### src/rtl/rtc_irq_emulator.sv
module rtc_irq_emulator #(
  parameter int CNT_W       = 32,
  parameter int CLK_PER_SEC = 1048576,
  parameter int BASE_LOG2   = 6,
  parameter int MIN_LOG2    = 1,
  parameter int MAX_LOG2    = 13,
  parameter int PCNT_W      = 8
) (
  input  logic              clk,
  input  logic              rst_n,
  input  logic              tick,
  input  logic [4:0]        cur_hr,
  input  logic [5:0]        cur_min,
  input  logic [5:0]        cur_sec,
  input  logic [CNT_W-1:0]  cnt_now,
  input  logic [2:0]        en_set,
  input  logic [2:0]        en_clr,
  input  logic              alm_load,
  input  logic [4:0]        alm_hr,
  input  logic [5:0]        alm_min,
  input  logic [5:0]        alm_sec,
  input  logic              rate_load,
  input  logic [3:0]        rate_code,
  output logic              irq,
  output logic [15:0]       irq_flags,
  output logic              cmp_load,
  output logic [CNT_W-1:0]  cmp_next
);
  localparam int RATE_W = 4;

  logic              uie_on, pie_on, aie_on;
  logic [RATE_W-1:0] rate_k;
  logic [PCNT_W-1:0] pcnt;
  logic [5:0]        prev_sec;
  logic [4:0]        a_hr;
  logic [5:0]        a_min, a_sec;

  function automatic logic [RATE_W-1:0] tick_log2(input logic pie, input logic [RATE_W-1:0] k);
    return (pie && k > RATE_W'(BASE_LOG2)) ? k : RATE_W'(BASE_LOG2);
  endfunction

  wire any_on = uie_on | pie_on | aie_on;
  wire uie_nx = (uie_on & ~en_clr[0]) | en_set[0];
  wire pie_nx = (pie_on & ~en_clr[1]) | en_set[1];
  wire aie_nx = (aie_on & ~en_clr[2]) | en_set[2];

  wire [RATE_W-1:0] code_clamped =
    (rate_code < RATE_W'(MIN_LOG2)) ? RATE_W'(MIN_LOG2) :
    (rate_code > RATE_W'(MAX_LOG2)) ? RATE_W'(MAX_LOG2) : rate_code;
  wire [RATE_W-1:0] rate_k_nx = rate_load ? code_clamped : rate_k;

  wire [RATE_W-1:0] cur_t = tick_log2(pie_on, rate_k);
  wire [RATE_W-1:0] new_t = tick_log2(pie_nx, rate_k_nx);
  wire [CNT_W-1:0]  cur_step = CNT_W'(CLK_PER_SEC) >> cur_t;
  wire [CNT_W-1:0]  new_step = CNT_W'(CLK_PER_SEC) >> new_t;
  wire [PCNT_W-1:0] ratio = PCNT_W'(1) << (cur_t - rate_k);

  wire serve    = tick & any_on;
  wire restart  = ~any_on & (|en_set);
  wire fire_per = pie_on && ({1'b0, pcnt} + 1'b1 >= {1'b0, ratio});
  wire fire_upd = uie_on && (cur_sec != prev_sec);
  wire fire_alm = aie_on && (cur_hr == a_hr) && (cur_min == a_min) && (cur_sec == a_sec);
  wire fired    = fire_per | fire_upd | fire_alm;

  always_ff @(posedge clk) begin
    if (!rst_n) begin
      uie_on    <= 1'b0;
      pie_on    <= 1'b0;
      aie_on    <= 1'b0;
      rate_k    <= RATE_W'(BASE_LOG2);
      pcnt      <= '0;
      prev_sec  <= '0;
      a_hr      <= '0;
      a_min     <= '0;
      a_sec     <= '0;
      irq       <= 1'b0;
      irq_flags <= '0;
      cmp_load  <= 1'b0;
      cmp_next  <= '0;
    end else begin
      uie_on   <= uie_nx;
      pie_on   <= pie_nx;
      aie_on   <= aie_nx;
      rate_k   <= rate_k_nx;
      irq      <= serve & fired;
      irq_flags <= (serve & fired) ? {8'd1, 1'b1, fire_per, fire_alm, fire_upd, 4'b0000} : 16'h0000;
      cmp_load <= serve | restart;
      if (restart)
        cmp_next <= cnt_now + new_step;
      else if (serve)
        cmp_next <= cmp_next + cur_step;
      if (en_set[1] | rate_load)
        pcnt <= '0;
      else if (serve & pie_on)
        pcnt <= fire_per ? '0 : pcnt + 1'b1;
      if (serve & fire_upd)
        prev_sec <= cur_sec;
      if (alm_load) begin
        a_hr  <= alm_hr;
        a_min <= alm_min;
        a_sec <= alm_sec;
      end
    end
  end
endmodule

### config.mk
export PLATFORM = sky130hd
export DESIGN_NAME = rtc_irq_emulator
export DESIGN_NICKNAME = d
export VERILOG_FILES = /design/src/rtl/rtc_irq_emulator.sv
export SDC_FILE = /design/constraint.sdc
export NUM_CORES = 1
export LEC_CHECK = 0
export ABC_AREA = 0
export BUFFER_PORTS_ARGS = -buffer_cell sky130_fd_sc_hd__buf_2
export CORE_MARGIN = 2
export CORE_UTILIZATION = 60
export DETAILED_ROUTE_END_ITERATION = 6
export HOLD_SLACK_MARGIN = 0.06
export PLACE_DENSITY_LB_ADDON = 0.1
export SYNTH_ARGS = -nofsm -noshare
export SYNTH_HDL_FRONTEND = slang
export SYNTH_SLANG_ARGS = --single-unit
export TNS_END_PERCENT = 100
### constraint.sdc
create_clock -name clk -period 8.22 [get_ports clk]
set_input_delay 1.644 -clock clk [delete_from_list [all_inputs] [get_ports clk]]
set_output_delay 1.644 -clock clk [all_outputs]
set_load 0.005 [all_outputs]
==> metrics.cfg <==
[synth]
synth.area.top_cells = dfxtp_1 26%, ha_1 9.0%, mux2i_1 4.8%
ys_types = 65
ys.flop_type = dfxtp_1
synth-seq-cells = 75
synth.largest_area_cell = dfxtp_1
synth_top_area_frac = 0.256
synth_edf_count = 0
syn_avg_cell_area_um2 = 8.14
synthCells = 720
yosys_warnings = 0
synth_seq_area_share = 0.256
synth_area_mm2 = 0.00586
synthArstFlopShare = 0

[floorplanning]
die_y_um = 103
initial_utilization = 0.608
num_rows = 36
die_x_um = 103
coreArea_mm2 = 0.00964
die-area_mm2 = 0.0106
pin_count = 131

[critical_path]
reg2reg_from = rate_k[0]$_SDFF_PN0_
r2r_slack_ns = 4.36
critPathArrivalTime_ns = 5.22
start_kind = input pin
crit_type = input pin to flop
r2r_end = cmp_next[21]$_SDFFE_PN0P_
reg2reg_depth = 12
cp-end-kind = flop
crit_required_ns = 8.49
critical_path.max_fanout = 12

[grt]
overflow = 0
grt_pass1_vias = 5174
grt_max_degree = 71
grt_pass1_wl_um = 24000
grtUsageTotal = 0.283
antenna_found_initial = 0

[finish]
final_cell_mix = 119 x buf_2, 75 x dfxtp_1, 66 x nand2_1, 50 x a21oi_1, 48 x nor2_1
drive_gt1_frac = 0.194
final_common_cell = buf_2
final_cells = 972
num-nets-final = 959
syn2layout_area_growth_pct = 14.7
insertedDiodeCount = 0

[routing]
drt_first_pass_iters = 5
vias = 5603
drt_wl_total_um = 14900
avgRoutedWirePerCell_um = 15.4
route.detailed.drc = 0
drt_iter0_drc = 237
drtAntennaViolNets = 0
via_per_inst = 5.76

[worst_hold_path]
worstHoldEndpoint = cmp_next[3]$_SDFFE_PN0P_
hold_start = cmp_next[3]$_SDFFE_PN0P_
hold_path_depth = 2
holdCritPathClass = flop to flop

[pwr]
leakagePower_nw = 3.05
totalPowerFinal_mw = 1.01
max-vdd-ir-drop_uv = 114
p_per_area_mw_per_mm2 = 150

[timing]
whs_ns = 0.470
clock.fmax_mhz = 202
hold_violations = 0
worstMarginPinSlew_ns = 0.998
finalCritPeriodShare = 0.602
rsz0062_at_grt = no
setup_ws_ns = 3.27
setup_viol = 0
period_needed_ns = 4.95
tns_ns = 0
skew_ns = 0.0150
max_slew_margin = 0.329
slew_violations = 0

[cts]
post_cts_resized = 0
cts_buffers = 9
clk_pin_slew_ns = 0.09
clk_latency_ns = 0.35
cts-root-buf = clkbuf_8
clk_path_buf_depth = 2
cts_sinks = 75
post_cts_buffers = 0
cts_hold_buf = 0
cts_tree = built
htree_levels = 3

[run]
cap_violations = 0

[placement]
numPortBuffers = 119
pre_cts_ws_ns = 2.99
gp_congestion = 0.925
dp_hpwl_um = 11300
dpl.cell_count = 956

[outcome]
status = complete, no violations

-- power by group --
part | internal [mW] | switching [mW] | leakage [nW]
combinational | 0.125 | 0.167 | 2.33
clock | 0.149 | 0.149 | 0.106
sequential | 0.390 | 0.0270 | 0.617
total | 0.664 | 0.343 | 3.05
-- routing by layer --
metal	track usage	share of wire
met1	0.356	0.44
met2	0.492	0.49
met3	0.0542	0.049
met4	0.0891	0.020
met5	0	0
-- layout make-up --
class,instances,area [µm²]
multi-input combinational,604,4150
fill,852,2920
sequential,75,1500
timing repair buffer,123,626
tap,133,166
clock buffer,10,138
inverter,21,78.8
clock inverter,6,62.6
-- metrics by stage --
| stage | util | area (µm²) |
|---|---|---|
| 2_1_floorplan | - | 5940 |
| 3_3_place_gp | 0.676 | 6520 |
| 3_5_place_dp | 0.676 | 6520 |
| 4_1_cts | 0.697 | 6720 |
| 5_1_grt | 0.697 | 6720 |
| 6_report | 0.697 | 6720 |
-- worst max-delay path, cell delays in order --
cell,delay [ns]
buf_2,0.12
nor3_1,0.18
nor3_1,0.07
a21oi_1,0.35
nand2_1,0.11
or3_1,0.36
and2_1,0.20
ha_1,0.35
a21oi_1,0.22
o21ai_0,0.17
o311a_1,0.33
nor4_2,0.75
nor3_1,0.17
nor3_2,0.19
-- synthesized netlist by cell type (all sizes together), types with 9 or more instances --
cell	instances
or3	9
o21ai	25
nand2	66
a211oi	11
a21oi	52
nand2b	16
a21o	17
nand3	24
inv	21
o211ai	22
nor2b	30
xor2	30
nor3	19
ha	42
dfxtp	75
nor2	48
clkbuf	17
xnor2	31
buf	25
mux2i	28
and3	10
-- flip-flops by register name, summed over array words and instances (netlist names) --
| name | flops |
|---|---|
| irq_flags | 4 |
| rate_k | 4 |
| pie_on | 1 |
| cmp_load | 1 |
| a_sec | 6 |
| a_hr | 5 |
| cmp_next | 32 |
| prev_sec | 6 |
| a_min | 6 |
| aie_on | 1 |
| uie_on | 1 |
| pcnt | 8 |
-- how the worst max path moves through the flow --
stage                                     end    startpoint  slack (ns)
global placement    cmp_next[31]$_SDFFE_PN0P_  rate_code[2]        3.06
CTS                 cmp_next[21]$_SDFFE_PN0P_  rate_code[2]        3.35
floorplan           cmp_next[23]$_SDFFE_PN0P_  rate_code[2]        3.54
finish              cmp_next[21]$_SDFFE_PN0P_  rate_code[2]        3.27
detailed placement  cmp_next[31]$_SDFFE_PN0P_  rate_code[2]        2.99
global route        cmp_next[25]$_SDFFE_PN0P_  rate_code[2]        2.98
-- cells by family after synthesis --
family | count (synthesis) | share of synthesized area
compound gates | 189 | 0.229
flops | 75 | 0.256
mux | 29 | 0.0498
xor+xnor | 61 | 0.0912
fa+ha+maj | 44 | 0.0965
simple gates | 258 | 0.225
buf+inv | 63 | 0.0523
other cells | 1 | 0.000640
Note: power is estimated with default switching activity, not from simulation.
